[config.mk]
export PLATFORM = sky130hd
export DESIGN_NAME = ifetch_aligner
export DESIGN_NICKNAME = d
export VERILOG_FILES = /design/src/rtl/ifa_pkg.sv /design/src/rtl/ifa_ctrl.sv /design/src/rtl/ifa_capture.sv /design/src/rtl/ifa_align.sv /design/src/rtl/ifetch_aligner.sv
export SDC_FILE = /design/constraint.sdc
export NUM_CORES = 1
export LEC_CHECK = 0
export BUFFER_PORTS_ARGS = -buffer_cell sky130_fd_sc_hd__buf_2
export CAP_MARGIN = 30
export CORE_MARGIN = 3
export CORE_UTILIZATION = 51
export CTS_BUF_LIST = sky130_fd_sc_hd__clkbuf_4
export CTS_CLUSTER_DIAMETER = 80
export DETAILED_ROUTE_END_ITERATION = 6
export PLACE_DENSITY = 0.82
export RECOVER_POWER = 50
export SYNTH_ARGS = -nofsm -noshare
export SYNTH_HDL_FRONTEND = slang
export SYNTH_HIERARCHICAL = 1
export SYNTH_SLANG_ARGS = --single-unit
[constraint.sdc]
create_clock -name clk -period 2.9 [get_ports clk]
set_input_delay 0.435 -clock clk [delete_from_list [all_inputs] [get_ports clk]]
set_output_delay 0.435 -clock clk [all_outputs]
set_load 0.005 [all_outputs]
[src/rtl/ifa_pkg.sv]
package ifa_pkg;
  localparam int IFA_ADDR_W      = 32;
  localparam int IFA_WORD_W      = 32;
  localparam int IFA_FETCH_WORDS = 3;
  localparam int IFA_INSN_BYTES  = 7;

  typedef enum logic {
    ST_IDLE = 1'b0,
    ST_READ = 1'b1
  } ifa_state_e;
endpackage

[src/rtl/ifa_ctrl.sv]
module ifa_ctrl
  import ifa_pkg::*;
#(
  parameter int ADDR_W = IFA_ADDR_W,
  parameter int OFF_W  = 2,
  parameter int NWORDS = IFA_FETCH_WORDS,
  localparam int IDX_W = (NWORDS > 1) ? $clog2(NWORDS) : 1
) (
  input  logic              clk,
  input  logic              rst_n,
  input  logic              start_i,
  input  logic [ADDR_W-1:0] pc_i,
  input  logic              ack_i,
  output logic              cyc_o,
  output logic              stb_o,
  output logic [ADDR_W-1:0] adr_o,
  output logic [ADDR_W-1:0] pc_q,
  output logic [IDX_W-1:0]  idx_q,
  output logic              take_start,
  output logic              beat_done,
  output logic              last_beat,
  output logic              valid_o
);
  localparam int WADR_W = ADDR_W - OFF_W;

  ifa_state_e state_q;

  // word address of read k of the fetch for a given program counter
  function automatic logic [WADR_W-1:0] word_of(input logic [ADDR_W-1:0] pc,
                                                input logic [IDX_W-1:0]  k);
    return pc[ADDR_W-1:OFF_W] + WADR_W'(k);
  endfunction

  assign cyc_o      = (state_q == ST_READ);
  assign stb_o      = (state_q == ST_READ);
  assign adr_o      = {word_of(pc_q, idx_q), {OFF_W{1'b0}}};
  assign take_start = (state_q == ST_IDLE) && start_i;
  assign beat_done  = cyc_o && stb_o && ack_i;
  assign last_beat  = beat_done && (idx_q == IDX_W'(NWORDS - 1));

  always_ff @(posedge clk or negedge rst_n) begin
    if (!rst_n) begin
      state_q <= ST_IDLE;
      idx_q   <= '0;
      pc_q    <= '0;
      valid_o <= 1'b0;
    end else begin
      valid_o <= 1'b0;
      case (state_q)
        ST_IDLE: begin
          if (take_start) begin
            pc_q    <= pc_i;
            idx_q   <= '0;
            state_q <= ST_READ;
          end
        end
        ST_READ: begin
          if (last_beat) begin
            state_q <= ST_IDLE;
            valid_o <= 1'b1;
          end else if (beat_done) begin
            idx_q <= idx_q + IDX_W'(1);
          end
        end
        default: state_q <= ST_IDLE;
      endcase
    end
  end
endmodule

[src/rtl/ifa_capture.sv]
module ifa_capture #(
  parameter int NWORDS = 3,
  parameter int WORD_W = 32,
  localparam int IDX_W  = (NWORDS > 1) ? $clog2(NWORDS) : 1,
  localparam int LINE_W = NWORDS * WORD_W
) (
  input  logic              clk,
  input  logic              rst_n,
  input  logic              beat_done,
  input  logic [IDX_W-1:0]  idx,
  input  logic [WORD_W-1:0] dat_i,
  output logic [LINE_W-1:0] line_o
);
  for (genvar g = 0; g < NWORDS; g++) begin : g_slot
    always_ff @(posedge clk or negedge rst_n) begin
      if (!rst_n) begin
        line_o[g*WORD_W +: WORD_W] <= '0;
      end else if (beat_done && (idx == IDX_W'(g))) begin
        line_o[g*WORD_W +: WORD_W] <= dat_i;
      end
    end
  end
endmodule

[src/rtl/ifa_align.sv]
module ifa_align #(
  parameter int LINE_W = 96,
  parameter int OFF_W  = 2,
  parameter int INSN_W = 56
) (
  input  logic [LINE_W-1:0] line_i,
  input  logic [OFF_W-1:0]  off_i,
  output logic [INSN_W-1:0] insn_o
);
  // drop the bytes that precede the program counter
  function automatic logic [LINE_W-1:0] drop_bytes(input logic [LINE_W-1:0] ln,
                                                   input logic [OFF_W-1:0]  n);
    return ln >> ({3'b000, n} * 8);
  endfunction

  logic [LINE_W-1:0] shifted;

  assign shifted = drop_bytes(line_i, off_i);
  assign insn_o  = shifted[INSN_W-1:0];
endmodule

[src/rtl/ifetch_aligner.sv]
module ifetch_aligner
  import ifa_pkg::*;
#(
  parameter int ADDR_W     = IFA_ADDR_W,
  parameter int WORD_W     = IFA_WORD_W,
  parameter int NWORDS     = IFA_FETCH_WORDS,
  parameter int INSN_BYTES = IFA_INSN_BYTES,
  localparam int OFF_W  = $clog2(WORD_W / 8),
  localparam int IDX_W  = (NWORDS > 1) ? $clog2(NWORDS) : 1,
  localparam int LINE_W = NWORDS * WORD_W,
  localparam int INSN_W = INSN_BYTES * 8
) (
  input  logic              clk,
  input  logic              rst_n,
  input  logic [ADDR_W-1:0] pc_i,
  input  logic              start_i,
  output logic              wb_cyc_o,
  output logic              wb_stb_o,
  output logic [ADDR_W-1:0] wb_adr_o,
  input  logic              wb_ack_i,
  input  logic [WORD_W-1:0] wb_dat_i,
  output logic [INSN_W-1:0] insn_o,
  output logic              valid_o
);
  logic [ADDR_W-1:0] pc_q;
  logic [IDX_W-1:0]  idx_q;
  logic              take_start;
  logic              beat_done;
  logic              last_beat;
  logic [LINE_W-1:0] line;

  ifa_ctrl #(.ADDR_W(ADDR_W), .OFF_W(OFF_W), .NWORDS(NWORDS)) u_ctrl (
    .clk       (clk),
    .rst_n     (rst_n),
    .start_i   (start_i),
    .pc_i      (pc_i),
    .ack_i     (wb_ack_i),
    .cyc_o     (wb_cyc_o),
    .stb_o     (wb_stb_o),
    .adr_o     (wb_adr_o),
    .pc_q      (pc_q),
    .idx_q     (idx_q),
    .take_start(take_start),
    .beat_done (beat_done),
    .last_beat (last_beat),
    .valid_o   (valid_o)
  );

  ifa_capture #(.NWORDS(NWORDS), .WORD_W(WORD_W)) u_capture (
    .clk      (clk),
    .rst_n    (rst_n),
    .beat_done(beat_done),
    .idx      (idx_q),
    .dat_i    (wb_dat_i),
    .line_o   (line)
  );

  ifa_align #(.LINE_W(LINE_W), .OFF_W(OFF_W), .INSN_W(INSN_W)) u_align (
    .line_i(line),
    .off_i (pc_q[OFF_W-1:0]),
    .insn_o(insn_o)
  );
endmodule

==> results of run 1 <==
## per-layer routing
metal	wire length (um)	part of all wire, %	vias up	global-route usage, %
met3	1077	7.1	20	6.746
met5	0	0	-	0
met1	6309	42	2336	29.13
met2	7512	50	208	36.44
li1	-	-	2075	-
met4	178	1.2	0	6.886
## cell type report
| type | count | area share (%) |
|---|---|---|
| repair buffers | 181 | 12.91 |
| inverters | 4 | 0.1939 |
| clock inverters | 11 | 1.471 |
| flip-flops and latches | 116 | 37.57 |
| multi-input cells | 328 | 43.29 |
| clock buffers | 19 | 1.842 |
| well taps | 168 | 2.715 |
## final timing paths
| kind | from | cells after the start | end |
|---|---|---|---|
| max | u_ctrl/idx_q[0] | 8 | wb_adr_o[24] |
| min | pc_i[14] | 3 | u_ctrl/pc_q[14] |
| max reg2reg | u_ctrl/idx_q[0] | 4 | u_capture/line_o[78] |
| min reg2reg | u_capture/line_o[4] | 1 | u_capture/line_o[4] |
| max in group asynchronous | rst_n | 3 | u_capture/line_o[46] |
| min in group asynchronous | rst_n | 2 | u_capture/line_o[23] |
## sequential cells by signal, summed over array words and instances (netlist names)
signal and cells:
u_ctrl/cyc_o 1, u_ctrl/valid_o 1, u_ctrl/idx_q 2, u_ctrl/pc_q 32, u_capture/line_o 80
## worst max-delay path, delay by kind of cell (launching register included)
kind,cells,cell delay (ns)
adders and majority gates,2,0.36
and+or+nand+nor,3,0.60
xor gates and xnor gates,1,0.17
buffers and inverters,2,0.33
DFF,1,0.41
## through the flow
stage | hold slack (ns) | power (mW)
after floorplan | 0.1394 | 6.119
after global placement | 0.4705 | 7.543
after detailed placement | 0.4830 | 7.790
after CTS | 0.03472 | 8.977
after global routing | 0.03105 | 9.594
final | 0.09699 | 8.953
## power breakdown
| group | internal (mW) | switching (mW) | total [mW] |
|---|---|---|---|
| Clock | 0.512 | 0.593 | 1.10 |
| Sequential | 2.43 | 0.938 | 3.36 |
| Combinational | 2.75 | 1.73 | 4.48 |
## what timing repair did
action,CTS,global route
buffers inserted,7,4
pin swaps,3,12
setup endpoints to repair,15,11
gates resized for setup,9,11
hold endpoints to repair,46,0
hold buffers,1,0
cloned,1,0
==> metrics.csv, run 1 <==
stage,metric,value,unit
outcome,status,"complete, no violations",
grt,antenna violations before repair,0,
detailed_routing,wire per inst,18.23,um
die,Die H,118.3,um
clock_tree,"Clk pin slew, worst setup/hold paths",0.10,ns
detailed_routing,first-iteration detailed-routing DRC count,390,
clock_tree,CTS buffer count,17,
sta,final setup TNS,0,ns
grt,first-pass GRT wire length,25.03,mm
detailed_routing,iteration count of the initial detailed-routing pass,4,
sta,post-route clock period utilization,96.58,%
finish,Final nets,720,
pwr,peak supply drop,0.0004341,V
finish,final instance area,7742,um2
finish,"most common cell after layout, fill and taps aside",buf_2,
finish,Fill cells,966,
clock_tree,clock sink total,116,
synthesis,Cells after Synth,479,
place,HPWL after detailed placement,10.47,mm
finish,most frequent cells in the layout,"155 x buf_2, 113 x dfrtp_1, 99 x nand2_1",
die,Die X,118.3,um
place,GPL Wtd Cong,0.8537,
detailed_routing,via count,4639,
synthesis,Ys Warns,6,
place,Post-DP Area,7291,um2
finish,ant diodes,0,
worst_setup_path,crit-path cells,ha_4 > fa_2 > and4_4 > nand4b_1 > buf_4 > nor3_1 > xor2_1 > buf_2,
grt,number of global-route vias before repair,4829,
grt,largest net degree at the start of global routing,71,
clock_tree,maximum clock path buffer count,2,
finish,share of cells above drive strength 1,55.54,%
sta,Layout Skew,0.01683,ns
pwr,Power Density,1156,nW/um2
detailed_routing,post-route ant nets,0,
detailed_routing,routed vias/inst,5.609,
synthesis,Synth Cell Area,6426,um2
sta,FMAX,357.0,MHz
finish,Register Area,2909,um2
worst_setup_path,arrival time at the worst endpoint,2.37,ns
worst_setup_path,kind of critical path,flop to primary output,
sta,fin crit period,2.801,ns
place,DP Cell Count,784,
worst_setup_path,Reg2Reg Setup Slack,1.00,ns
detailed_routing,DRC,0,
synthesis,syn_area_per_cell,13.42,um2
sta,Slew Limit Headroom,18.38,%
die,core area,12160,um2
clock_tree,CTS tree,built,
job,maxcap violations,0,
sta,Final Hold Fails,0,
clock_tree,Clock Latency Late Sink,0.52,ns
die,Die ar.,13980,um2
pwr,LEAKAGE,3.630,nW
detailed_routing,Post-Route WL,15.08,mm
clock_tree,CTS H-tree lvls,4,
sta,final slew viol count,0,
finish,area of the multi-input gates,3352,um2
worst_setup_path,"Slowest-stage cell, CP",dfrtp_1,
sta,Worst Tran Pin Value,1.224,ns
grt,total global-route track usage,22.40,%
die,Initial Util,52.84,%
worst_setup_path,"Max FO, Critical Path",4,
die,I/O pin cnt,159,
clock_tree,CTS root buf,clkbuf_4,
finish,"Core Util, Final",63.66,%
sta,Setup-failing EPs final,0,
place,port bufs,156,
worst_setup_path,CP peak stage delay,0.41,ns
finish,Layout Cells excl Fill,827,
finish,Area Growth Syn to Fin,20.48,%
sta,RSZ-0062 raised after global routing,yes,
worst_hold_path,hold crit path type,input port to flop,
worst_setup_path,CP Launch Type,flop,
sta,final worst slack,0.09916,ns
die,# rows,40,
place,setup slack at placement,0.3295,ns
grt,Congestion Overflow GR,0,
worst_setup_path,Worst setup EP type,primary output,
worst_setup_path,Required @ worst endpoint,2.47,ns
Note: power is estimated with default switching activity, not from simulation.
==> inputs of run 2 (changes only) <==
Settings changed: CORE_UTILIZATION 51 to 50, PLACE_DENSITY 0.82 to 0.81.
==> metrics.csv, run 2 (same netlist as run 1, synthesis figures left out) <==
stage,metric,value,unit,change
worst_setup_path,Worst Path Buf+Inv,2,,unchanged
worst_setup_path,Required @ worst endpoint,2.47,ns,about the same
finish,"most common cell after layout, fill and taps aside",buf_2,,
worst_hold_path,hold crit path type,input port to flop,,
outcome,status,"complete, no violations",,
place,port bufs,156,,unchanged
job,maxcap violations,0,,unchanged
sta,Layout Skew,0.01145,ns,-0.005377 ns
die,core area,12260,um2,+0.82%
grt,largest net degree at the start of global routing,71,,unchanged
clock_tree,"Clk pin slew, worst setup/hold paths",0.10,ns,about the same
place,DP Cell Count,779,,-0.64%
grt,number of global-route vias before repair,4880,,+1.1%
finish,max FFs per register,80,,unchanged
detailed_routing,iteration count of the initial detailed-routing pass,5,,+1
grt,Congestion Overflow GR,0,,unchanged
worst_setup_path,"Slowest-stage cell, CP",dfrtp_2,,
detailed_routing,via count,4681,,+0.91%
worst_setup_path,CP peak stage delay,0.45,ns,+0.04 ns
grt,first-pass GRT wire length,24.62,mm,-1.7%
worst_setup_path,CP Launch Type,flop,,
detailed_routing,post-route ant nets,0,,unchanged
worst_setup_path,crit-path cells,ha_4 > fa_2 > and4_4 > nand4b_1 > buf_6 > nor3_2 > xor2_1 > buf_2,,
clock_tree,CTS root buf,clkbuf_4,,
sta,RSZ-0062 raised after global routing,yes,,
place,HPWL after detailed placement,10.31,mm,-1.6%
place,Post-DP Area,7266,um2,-0.34%
clock_tree,CTS tree,built,,
finish,most frequent cells in the layout,"155 x buf_2, 112 x dfrtp_1, 99 x nand2_1",,
finish,biggest regs,"u_capture/line_o (80), u_ctrl/pc_q (32), u_ctrl/idx_q (2)",,
pwr,peak supply drop,0.0005551,V,+28%
sta,fin crit period,2.885,ns,+0.08407 ns
die,Die H,119.4,um,+0.95%
worst_setup_path,"Max FO, Critical Path",6,,+2
finish,Area Growth Syn to Fin,21.61,%,
finish,Final nets,716,,-0.56%
sta,FMAX,346.6,MHz,-2.9%
worst_setup_path,CP top delay family,adder cells,,
die,Initial Util,52.41,%,-0.43 points
grt,antenna violations before repair,2,,+2
detailed_routing,wire per inst,18.28,um,+0.25%
finish,Largest Register,u_capture/line_o,,
sta,Final Hold Fails,0,,unchanged
finish,final instance area,7815,um2,+0.94%
die,# rows,40,,unchanged
clock_tree,CTS H-tree lvls,4,,unchanged
pwr,Power Density,1165,nW/um2,+0.74%
sta,final slew viol count,0,,unchanged
worst_setup_path,kind of critical path,flop to primary output,,
detailed_routing,DRC,0,,unchanged
finish,"Core Util, Final",63.73,%,+0.072 points
place,setup slack at placement,0.2318,ns,-0.09777 ns
sta,Fin Hold WS,0.09249,ns,-0.004498 ns
finish,Layout Cells excl Fill,826,,-0.12%
clock_tree,maximum clock path buffer count,2,,unchanged
worst_setup_path,Worst setup EP type,primary output,,
detailed_routing,routed vias/inst,5.667,,+1.0%
sta,Slew Limit Headroom,21.03,%,+2.7 points
die,Die X,119.4,um,+0.95%
sta,Worst Tran Pin Value,1.184,ns,-0.03984 ns
worst_setup_path,arrival time at the worst endpoint,2.45,ns,+0.08 ns
clock_tree,Clock Latency Late Sink,0.52,ns,about the same
sta,final worst slack,0.01509,ns,-0.08407 ns
finish,Fill cells,924,,-4.3%
die,I/O pin cnt,159,,unchanged
detailed_routing,Post-Route WL,15.10,mm,+0.13%
grt,total global-route track usage,21.90,%,-0.51 points
finish,share of cells above drive strength 1,55.56,%,about the same
die,Die ar.,14250,um2,+1.9%
detailed_routing,first-iteration detailed-routing DRC count,364,,-6.7%
place,GPL Wtd Cong,0.8802,,+3.1%
clock_tree,CTS buffer count,17,,unchanged
pwr,LEAKAGE,3.625,nW,-0.13%
sta,post-route clock period utilization,99.48,%,+2.9 points
clock_tree,clock sink total,116,,unchanged
sta,Setup-failing EPs final,0,,unchanged
[run 2: through the flow]
stage                     TNS (ns)  power, mW
final                            0      9.103
after global routing       -0.6937      9.774
after CTS                        0      9.054
after detailed placement         0      7.721
after global placement           0      7.499
after floorplan                  0      6.119
[run 2: worst register-to-register path: cells and delay by family (launching register included)]
| kind | cells | cell delay, ns |
|---|---|---|
| AND/OR/NAND/NOR | 1 | 0.49 |
| buffers and inverters | 3 | 0.66 |
| multiplexers | 1 | 0.29 |
| flip-flops | 1 | 0.44 |
[run 2: repair_timing]
action / CTS / global route
setup buffers: 6 / 6
resized for setup: 9 / 18
hold buffers: 1 / 0
cloned: 1 / 0
endpoints found under the setup margin: 19 / 23
pin swaps: 8 / 14
endpoints found under the hold margin: 46 / 0
[run 2: metal layers]
metal  GRT usage [%]  vias to the layer above  wire (um)
met5               0                        -          8
met1           27.65                     2352       5969
li1                -                     2068          -
met4           8.590                        2        338
met3           5.745                       34       1153
met2           36.24                      225       7626
[run 2: worst paths after layout]
path	startpoint	end	slack, ns	depth (start not counted)
min in group asynchronous	rst_n	u_capture/line_o[22]	0.72	2
worst min-delay path	pc_i[13]	u_ctrl/pc_q[13]	0.09	3
worst min register to register	u_capture/line_o[5]	u_capture/line_o[5]	0.49	1
worst max-delay path	u_ctrl/idx_q[0]	wb_adr_o[28]	0.02	8
worst max register to register	u_ctrl/idx_q[1]	u_capture/line_o[60]	0.91	5
max in group asynchronous	rst_n	u_capture/line_o[0]	1.23	3
[run 2: report_power, final]
group          internal, mW  switching, mW
logic                  2.77           1.77
registers              2.43          0.874
clock network         0.673          0.589
total                  5.87           3.23
[run 2: cell type report]
| class | count | area (um2) | share of cell area [%] |
|---|---|---|---|
| timing repair buffer | 177 | 1001 | 12.81 |
| antenna | 1 | 2.502 | 0.03202 |
| clock inverter | 14 | 166.4 | 2.129 |
| clock buffer | 18 | 135.1 | 1.729 |
| multi-input combinational | 328 | 3374 | 43.18 |
| sequential | 116 | 2910 | 37.24 |
| inverter | 4 | 15.01 | 0.1921 |
| tap | 168 | 210.2 | 2.690 |
==> inputs of run 3 (changes only) <==
Settings changed: PLACE_DENSITY 0.81 to 0.82, SYNTH_HIERARCHICAL 1 to unset.
==> metrics.csv, run 3 <==
stage,metric,value,unit,change
finish,"most common cell after layout, fill and taps aside",buf_2,,
pwr,LEAKAGE,3.290,nW,-9.3%
detailed_routing,first-iteration detailed-routing DRC count,241,,-34%
pwr,switching share of power,36.32,%,+0.80 points
grt,total global-route track usage,21.40,%,-0.50 points
die,I/O pin cnt,159,,unchanged
synthesis,top cell type's share of synthesized area,45.91,%,
sta,Final Hold Fails,0,,unchanged
finish,most frequent cells in the layout,"156 x buf_2, 114 x dfrtp_1, 111 x mux2_2",,
clock_tree,Clock Latency Late Sink,0.52,ns,about the same
pwr,Power Density,1208,nW/um2,+3.7%
sta,Setup-failing EPs final,0,,unchanged
place,port bufs,156,,unchanged
finish,Final nets,651,,-9.1%
outcome,status,"complete, no violations",,
worst_setup_path,worst r2r path cells,5,,unchanged
grt,first-pass GRT wire length,23.74,mm,-3.6%
sta,post-route clock period utilization,93.53,%,-6.0 points
worst_setup_path,Reg2Reg Setup Slack,0.70,ns,-0.21 ns
synthesis,"Top FF cell, synth",dfrtp_1,,
synthesis,Ys Warns,0,,-6
detailed_routing,wire per inst,19.03,um,+4.1%
synthesis,Synth Cell Area,6322,um2,-1.6%
sta,Fin Hold WS,0.1242,ns,+0.03170 ns
detailed_routing,DRC,0,,unchanged
clock_tree,clock sink total,116,,unchanged
die,# rows,40,,unchanged
pwr,sequential power share,37.8,%,+1.5 points
sta,final slew viol count,0,,unchanged
grt,number of global-route vias before repair,4644,,-4.8%
synthesis,syn_area_per_cell,15.13,um2,+13%
pwr,power share of the clock group,10.0,%,-3.9 points
die,Die X,118.5,um,-0.77%
sta,final setup TNS,0,ns,unchanged
synthesis,largest cells by area after synthesis,"dfrtp_1 46%, mux4_2 20%, mux2_2 20%, xnor2_1 3.0%, buf_2 1.8%",,
place,Post-DP Area,7261,um2,about the same
worst_setup_path,Worst setup EP type,primary output,,
clock_tree,CTS root buf,clkbuf_4,,
place,HPWL after detailed placement,10.27,mm,-0.32%
pwr,Switch Pwr,3.287,mW,+1.7%
clock_tree,CTS buffer count,17,,unchanged
grt,Congestion Overflow GR,0,,unchanged
detailed_routing,via count,4331,,-7.5%
detailed_routing,post-route ant nets,0,,unchanged
clock_tree,maximum clock path buffer count,2,,unchanged
synthesis,most frequent cells after synthesis,"116 x dfrtp_1, 111 x mux2_2, 56 x mux4_2, 23 x buf_2, 22 x xnor2_1",,
die,Initial Util,51.99,%,-0.42 points
die,Die ar.,14030,um2,-1.5%
finish,Area Growth Syn to Fin,18.46,%,
worst_setup_path,arrival time at the worst endpoint,2.28,ns,-0.17 ns
sta,FMAX,368.7,MHz,+6.4%
place,GPL Wtd Cong,0.8330,,-5.4%
finish,final instance area,7490,um2,-4.2%
worst_setup_path,Required @ worst endpoint,2.47,ns,about the same
worst_hold_path,Hold EP,u_ctrl.pc_q[30],,
pwr,Internal,5.763,mW,-1.8%
detailed_routing,routed vias/inst,5.721,,+0.96%
die,core area,12160,um2,-0.82%
sta,Layout Skew,0.008963,ns,-0.002490 ns
finish,Largest Register,u_capture.line_o,,
finish,max FFs per register,80,,unchanged
clock_tree,"Clk pin slew, worst setup/hold paths",0.09,ns,about the same
pwr,peak supply drop,0.0005289,V,-4.7%
synthesis,post-synth top area cell,dfrtp_1,,
sta,Slew Limit Headroom,23.03,%,+2.0 points
synthesis,Seq cells post-synth,116,,
synthesis,register area share after synthesis,45.91,%,
synthesis,number of synthesized flops with an enable pin,0,,
job,maxcap violations,0,,unchanged
finish,biggest regs,"u_capture.line_o (80), u_ctrl.pc_q (32), u_ctrl.idx_q (2)",,
clock_tree,CTS H-tree lvls,4,,unchanged
finish,share of cells above drive strength 1,63.20,%,+7.6 points
worst_setup_path,"Max FO, Critical Path",5,,-1
pwr,Logic pwr share,52.2,%,+2.3 points
worst_setup_path,worst r2r src,u_ctrl.idx_q[0],,
detailed_routing,Post-Route WL,14.41,mm,-4.6%
worst_hold_path,worst hold stages,3,,unchanged
sta,Worst Tran Pin Value,1.155,ns,-0.02990 ns
worst_hold_path,HP Start,pc_i[30],,
synthesis,Cells after Synth,418,,-13%
synthesis,"Async S/R FF share, synth",100.0,%,
worst_setup_path,Reg-to-Reg End,u_capture.line_o[73],,
synthesis,"count leader, synth",dfrtp_1,,
grt,largest net degree at the start of global routing,48,,-32%
grt,antenna violations before repair,2,,unchanged
worst_setup_path,kind of critical path,flop to primary output,,
pwr,"Power, Total",9.051,mW,-0.58%
die,Die H,118.5,um,-0.77%
sta,fin crit period,2.712,ns,-0.1726 ns
synthesis,Yosys cell types,33,,
worst_hold_path,hold crit path type,input port to flop,,
worst_setup_path,CP Launch Type,flop,,
finish,Fill cells,970,,+5.0%
clock_tree,CTS tree,built,,
detailed_routing,iteration count of the initial detailed-routing pass,5,,unchanged
## run 3: logic make-up (layout without fill, tap and decap cells)
logic type                 count (synthesis)  after routing  share of synthesized area, %
AOI/OAI and AO/OA                          5              5                        0.5145
DFF                                      116            116                         45.91
buffers and inverters                     34            202                         2.949
and+or+nand+nor                           60             60                         5.502
xor gates and xnor gates                  28             28                         3.879
muxes                                    168            168                         39.88
other                                      1              4                       0.05931
adders and majority gates                  6              6                         1.306
## run 3: through the flow
step	instances	setup WS, ns	utilization [%]
global placement	720	0.4107	59.70
CTS	750	0.01642	61.43
detailed placement	720	0.3318	59.70
global route	756	-0.02732	61.56
floorplan	419	0.8640	-
finish	757	0.1877	61.58
## run 3: worst max-delay path by stage
stage	from	end	slack [ns]	cells after the start
detailed placement	u_ctrl.idx_q[0]	wb_adr_o[10]	0.33	7
CTS	u_ctrl.idx_q[0]	wb_adr_o[10]	0.02	7
global route	u_ctrl.idx_q[0]	wb_adr_o[28]	-0.03	8
global placement	u_ctrl.idx_q[0]	wb_adr_o[10]	0.41	7
finish	u_ctrl.idx_q[0]	wb_adr_o[8]	0.19	8
floorplan	u_ctrl.idx_q[0]	wb_adr_o[26]	0.86	7
## run 3: critical path, cell delays in order (launching register included)
cell and delay, ns:
dfrtp_1 0.41, ha_1 0.23, fa_2 0.37, nand3_2 0.14
nor2_4 0.06, buf_2 0.16, buf_4 0.14, xor2_1 0.13
buf_2 0.13
## run 3: layout make-up
class	instances	area, um2	area share (%)
inverter	4	15.01	0.2005
clock buffer	20	150.1	2.005
multi-input combinational	269	3269	43.65
tap	168	210.2	2.807
sequential	116	2908	38.82
antenna	2	5.005	0.06682
clock inverter	9	42.54	0.5680
timing repair buffer	169	889.6	11.88
## run 3: power by group through the flow
stage / clock [mW] / sequential [mW] / combinational, mW
floorplan: 0 / 3.02 / 3.34
global placement: 0 / 3.34 / 4.59
detailed placement: 0 / 3.46 / 4.73
CTS: 0.934 / 3.42 / 4.76
global route: 1.01 / 3.58 / 5.13
finish: 0.902 / 3.43 / 4.72
## run 3: timing repair
| item | CTS | global route |
|---|---|---|
| setup buffers | 0 | 4 |
| resized for setup | 2 | 3 |
| hold buffers | 1 | 0 |
| setup endpoints to repair | 11 | 18 |
| endpoints found under the hold margin | 42 | 0 |
| pin swaps | 0 | 1 |
## run 3: per-layer routing
metal	wire length, um	vias to the layer above	track usage (%)
met1	5775	2222	27.40
met5	7	-	0
li1	-	1926	-
met4	170	2	6.662
met3	1422	17	8.804
met2	7031	164	33.55
